==> src/rtl/hcir_pkg.sv <==
package hcir_pkg;
  localparam int VEC_W  = 7;
  localparam int BYTE_W = VEC_W + 1;
  localparam int ADDR_W = VEC_W + 1;
  localparam logic [VEC_W-1:0] VEC_RESET = 7'h32;

  typedef struct packed {
    logic             cmd;
    logic [VEC_W-1:0] vec;
  } cmd_reg_t;
endpackage

==> src/rtl/hcir_cmd_reg.sv <==
module hcir_cmd_reg
  import hcir_pkg::*;
#(
  parameter int VW = VEC_W,
  parameter logic [VW-1:0] RV = VEC_RESET,
  localparam int BW = VW + 1
) (
  input  logic          clk,
  input  logic          rst,
  input  logic          wr,
  input  logic [BW-1:0] wdata,
  input  logic          ack,
  output logic          cmd,
  output logic [VW-1:0] vec,
  output logic          load
);
  logic cmd_q;
  logic [VW-1:0] vec_q;

  // a write lands only when nothing is outstanding and no acknowledge arrives
  assign load = wr && !cmd_q && !ack;

  always_ff @(posedge clk) begin
    if (rst) begin
      cmd_q <= 1'b0;
      vec_q <= RV;
    end else if (ack && cmd_q) begin
      cmd_q <= 1'b0;
    end else if (load) begin
      cmd_q <= wdata[BW-1];
      vec_q <= wdata[VW-1:0];
    end
  end

  assign cmd = cmd_q;
  assign vec = vec_q;
endmodule

==> src/rtl/hcir_core_if.sv <==
module hcir_core_if
  import hcir_pkg::*;
#(
  parameter int VW = VEC_W,
  parameter logic [VW-1:0] RV = VEC_RESET,
  localparam int AW = VW + 1
) (
  input  logic          clk,
  input  logic          rst,
  input  logic          load,
  input  logic [VW-1:0] new_vec,
  input  logic          pend,
  input  logic          en,
  output logic          irq,
  output logic [AW-1:0] addr
);
  logic [AW-1:0] addr_q;

  always_ff @(posedge clk) begin
    if (rst)       addr_q <= {RV, 1'b0};
    else if (load) addr_q <= {new_vec, 1'b0};
  end

  assign addr = addr_q;
  assign irq  = pend & en;
endmodule

==> src/rtl/host_cmd_irq.sv <==
module host_cmd_irq
  import hcir_pkg::*;
#(
  parameter int VW = VEC_W,
  parameter logic [VW-1:0] RV = VEC_RESET,
  localparam int BW = VW + 1,
  localparam int AW = VW + 1
) (
  input  logic          clk,
  input  logic          rst,
  input  logic          host_wr,
  input  logic [BW-1:0] host_wdata,
  output logic [BW-1:0] host_rdata,
  input  logic          core_irq_en,
  input  logic          core_ack,
  output logic          core_pend,
  output logic          core_irq,
  output logic [AW-1:0] core_vec_addr
);
  logic          cmd_w;
  logic [VW-1:0] vec_w;
  logic          load_w;

  hcir_cmd_reg #(.VW(VW), .RV(RV)) u_reg (
    .clk(clk), .rst(rst), .wr(host_wr), .wdata(host_wdata), .ack(core_ack),
    .cmd(cmd_w), .vec(vec_w), .load(load_w)
  );

  hcir_core_if #(.VW(VW), .RV(RV)) u_core (
    .clk(clk), .rst(rst), .load(load_w), .new_vec(host_wdata[VW-1:0]),
    .pend(cmd_w), .en(core_irq_en), .irq(core_irq), .addr(core_vec_addr)
  );

  assign host_rdata = {cmd_w, vec_w};
  assign core_pend  = cmd_w;
endmodule

==> config.mk <==
export PLATFORM = sky130hd
export DESIGN_NAME = host_cmd_irq
export DESIGN_NICKNAME = d
export VERILOG_FILES = /design/src/rtl/hcir_pkg.sv /design/src/rtl/hcir_cmd_reg.sv /design/src/rtl/hcir_core_if.sv /design/src/rtl/host_cmd_irq.sv
export SDC_FILE = /design/constraint.sdc
export NUM_CORES = 1
export LEC_CHECK = 0
export ABC_AREA = 1
export BUFFER_PORTS_ARGS = -buffer_cell sky130_fd_sc_hd__buf_2
export CORE_MARGIN = 8
export CORE_UTILIZATION = 42
export DETAILED_ROUTE_END_ITERATION = 10
export GPL_TIMING_DRIVEN = 0
export PLACE_DENSITY = 0.84
export SLEW_MARGIN = 20
export SYNTH_ARGS = -nofsm -noshare
export SYNTH_HDL_FRONTEND = slang
export SYNTH_SLANG_ARGS = --single-unit
==> constraint.sdc <==
create_clock -name clk -period 2 [get_ports clk]
set_clock_uncertainty 0.15 [all_clocks]
set_input_delay 0.4 -clock clk [delete_from_list [all_inputs] [get_ports clk]]
set_output_delay 0.4 -clock clk [all_outputs]
set_load 0.005 [all_outputs]
== Word-level counts from Yosys, hierarchy flattened ==
Cells that the tools add are included.
Operators by class
  bitwise operators: 2
  reduce and logical (&&, ||, !) cells: 7
Operators with widths (number)
  logical AND 1 bit: 3
  zero test 1 bit: 2
  AND reduction 2 bit: 1
  OR reduction 2 bit: 1
  bitwise AND 1 bit: 1
  inverter 1 bit: 1
Word-level totals
  output and inout port bits: 18
  bits in registers: 15
  logic and storage cells: 12

== Depth between registers and ports, before layout ==
  depth in word-level cells: 4
  mapped depth: 5

== Modules after synthesis ==
Synthesis repeated with hierarchy kept, for this count alone.
Unflattened totals
  cells, all modules: 91
  area, all modules: 640.6 µm²
By module, submodules not included
  hcir_cmd_reg: cells each 47, area an instance 332.8 µm², times used 1, seq. area each 160.2 µm²
  hcir_core_if: cells each 43, area an instance 300.3 µm², times used 1, seq. area each 140.1 µm²
  host_cmd_irq: cells each 1, area an instance 7.5 µm², times used 1, seq. area each 0.0 µm²

== Worst setup path before layout ==
No wires, ideal clock.
  path type: input-to-reg
  from: input port core_ack
  to: register u_core.addr_q[2], in the netlist u_core.addr[2]
  slack: 0.866 ns
  required time: 1.726 ns
  buffers on the path: 1
  setup time: 0.124 ns
  stages: 5
  data arrival time: 0.861 ns
  cell sequence: nor2_4 -> nand2_4 -> buf_6 -> nand2_1 -> nand3_1
Between the ends
  cells in the longest elaborated chain, start to end: 2
RTL lines
  from (decl): RTL line host_cmd_irq.sv:15  | input logic core_ack,
  zero test 1 bit: RTL line hcir_cmd_reg.sv:21  | assign load = wr && !cmd_q && !ack;
  logical AND 1 bit: RTL line hcir_cmd_reg.sv:21
  to (signal assigned): RTL line hcir_core_if.sv:20  | if (rst) addr_q <= {RV, 1'b0};
  to (signal assigned): RTL line hcir_core_if.sv:21  | else if (load) addr_q <= {new_vec, 1'b0};
  to (decl): RTL line hcir_core_if.sv:17  | logic [AW-1:0] addr_q;
Every way passes these cells.
A chain may end at the register's enable or synchronous reset.

== Worst setup path after layout ==
  from: register u_reg.cmd_q, in the netlist u_reg.cmd
  to: output port host_rdata[7]
RTL lines
  from (decl): RTL line hcir_cmd_reg.sv:17  | logic cmd_q;
  from (signal assigned): RTL line hcir_cmd_reg.sv:30  | cmd_q <= wdata[BW-1];
  to (decl): RTL line host_cmd_irq.sv:13  | output logic [BW-1:0] host_rdata,
No word-level cell between the ends.

==> impl_metrics.env <==
export IMPL_slew_violations=0
export IMPL_power_mw=0.569
export IMPL_finalSetupTns_ns=0
export IMPL_cts_sinks=15
export IMPL_multi_input_area_um2=200
export IMPL_start_kind="flop"
export IMPL_p_int_mw=0.430
export IMPL_synth_edf_count=0
export IMPL_globalplace_congestion=0.739
export IMPL_ys_seq_elements=15
export IMPL_drtIter0Drc=5
export IMPL_antenna_left=0
export IMPL_worstPathArrival_ns=0.95
export IMPL_yosys_top_cells_count="16 x nand2_1, 15 x dfxtp_1, 13 x nand3_1"
export IMPL_finalSetupViolCount=0
export IMPL_maxCapViolCount=0
export IMPL_portBuffers=27
export IMPL_ioPinCount=31
export IMPL_yosysTopAreaCell="dfxtp_1"
export IMPL_grt_antenna_before_repair=0
export IMPL_crit_chain="buf_4 > buf_2"
export IMPL_placed_area_um2=714
export IMPL_start_util_pct=44.2
export IMPL_netSwitchingPower_mw=0.138
export IMPL_netlist_area_um2=561
export IMPL_fillCellCount=124
export IMPL_grt_pass1_wl_mm=2.27
export IMPL_cts_root_buffer="clkbuf_4"
export IMPL_dpl_worst_slack_ns=0.631
export IMPL_crit_required_ns=1.45
export IMPL_path_buf_inv=2
export IMPL_cts_buffers=3
export IMPL_p_leak_nw=0.397
export IMPL_cts_resized=0
export IMPL_avgViaCountPerCell=4.73
export IMPL_hold_path_class="in -> reg"
export IMPL_critPathCaptureType="output pin"
export IMPL_clkPwrFrac_pct=29.3
export IMPL_synth_most_common_cell="nand2_1"
export IMPL_cts_tree="built"
export IMPL_ir_drop_mv=0.365
export IMPL_drive_gt1_share_pct=38.1
export IMPL_die_height_um=52.5
export IMPL_die_area_um2=2760
export IMPL_vias=530
export IMPL_track_usage_pct=11.1
export IMPL_hpwlAfterDp_mm=1.10
export IMPL_timing_final_ws_setup_ns=0.504
export IMPL_htree_levels=1
export IMPL_max_stage_delay_ns=0.43
export IMPL_n_antenna_cell=0
export IMPL_netlist_top_cells_area="dfxtp_1 54%, nand3_1 12%, nand2_1 11%, a21oi_1 7.1%, buf_4 2.7%"
export IMPL_cts_buffer_depth=2
export IMPL_synthFlopType="dfxtp_1"
export IMPL_status="completed"
export IMPL_synth_cell_types=14
export IMPL_seq_area_um2=300
export IMPL_critPathSlowestCell="dfxtp_1"
export IMPL_drc=0
export IMPL_seqPwrFrac_pct=56.8
export IMPL_rsz0062_at_grt="no"
export IMPL_clock_latency_ns=0.28
export IMPL_yosysSeqAreaShare_pct=53.6
export IMPL_clock_fmax_mhz=668
export IMPL_critPathTopFamily="flip-flops"
export IMPL_p_sw_share_pct=24.3
export IMPL_postCtsHoldBufs=0
export IMPL_drt_pass1_iterations=4
export IMPL_final_area_um2=741
export IMPL_grt_pass1_vias=520
export IMPL_postSynthAreaPerCell_um2=8.49
export IMPL_synth_warning_count=0
export IMPL_fin_crit_sh_pct=74.8
export IMPL_die_width_um=52.5
export IMPL_synth_top_cell_area_share_pct=53.6
export IMPL_final_nets=111
export IMPL_p_per_area_nw_per_um2=768
export IMPL_critPathKind="reg -> out"
export IMPL_grt_overflow_total=0
export IMPL_cts_setup_buffers=0
export IMPL_syn_nets=79
export IMPL_synthCells=66
export IMPL_hold_viol_final=0
export IMPL_rows=13
export IMPL_routed_wl_mm=1.39
export IMPL_comb_power_share_pct=13.8
export IMPL_core_um2=1270
export IMPL_syn2layout_area_growth_pct=32.1
export IMPL_period_minus_slack_ns=1.50
export IMPL_crit_fanout=5
export IMPL_fin_util_pct=58.4
export IMPL_async_reset_ff_share_pct=0
export IMPL_clk_pin_slew_ns=0.08
export IMPL_detail_route_wl_per_cell_um=12.4
export IMPL_grt_max_degree=11
## final timing paths
| path | start | to | slack (ns) | depth (start not counted) |
|---|---|---|---|---|
| min | host_wdata[5] | u_core.addr[6] | 0.25 | 3 |
| max | u_reg.cmd | host_rdata[7] | 0.50 | 2 |
| min reg2reg | u_core.addr[2] | u_core.addr[2] | 0.31 | 2 |
| max reg2reg | u_reg.cmd | u_reg.vec[5] | 0.76 | 5 |
## worst reg2reg max path: stages (launching register included)
cell	delay (ns)
dfxtp_1	0.37
nor2_4	0.24
nand2_4	0.10
buf_6	0.15
nand2_1	0.06
nand3_1	0.07
## metrics by stage
step                cells  hold slack [ns]
floorplan              66            0.302
global placement      108            0.284
detailed placement    108            0.290
CTS                   112            0.250
global route          112            0.252
finish                112            0.249
## kinds of logic (layout without fill, tap and decap cells)
logic type / Yosys count / count (layout) / synth area share, %
other: 1 / 1 / 0.669
and+or+nand+nor: 32 / 32 / 27.0
AOI/OAI and AO/OA: 9 / 9 / 8.04
DFF: 15 / 15 / 53.6
buffers and inverters: 9 / 40 / 10.7
## cell type report
type / instances / share of cell area [%]
Tap cell: 15 / 2.53
Buffer: 5 / 6.08
Multi-Input combinational cell: 42 / 27.0
Clock buffer: 4 / 3.55
Timing Repair Buffer: 27 / 18.2
Sequential cell: 15 / 40.5
Inverter: 4 / 2.03
## power groups by stage
stage / logic (mW) / clock network (mW) / registers (mW)
floorplan: 0.0409 / 0 / 0.332
global placement: 0.0772 / 0 / 0.330
detailed placement: 0.0793 / 0 / 0.330
CTS: 0.0795 / 0.173 / 0.324
global route: 0.0876 / 0.192 / 0.327
finish: 0.0786 / 0.167 / 0.323
## cells in the final DEF, fill, tap and decap left out, drive strengths merged
cell    Yosys  layout
a21oi       8       8
buf         4      31
clkbuf      1       5
conb        1       1
dfxtp      15      15
inv         4       4
nand2      17      17
nand3      13      13
nor2        2       2
o21ai       1       1
## sequential cells by signal (all words and copies together), names as in the netlist
| name | flops |
|---|---|
| u_core.addr | 7 |
| u_reg.cmd | 1 |
| u_reg.vec | 7 |
## metal layers
| layer | global-route usage, % | vias up | part of all wire [%] |
|---|---|---|---|
| met2 | 17.8 | 22 | 47 |
| met1 | 11.5 | 233 | 39 |
| met4 | 7.76 | 0 | 2.6 |
| met5 | 0 | - | 0 |
| li1 | - | 271 | - |
| met3 | 4.26 | 4 | 11 |
(Power assumes the default switching activity.)
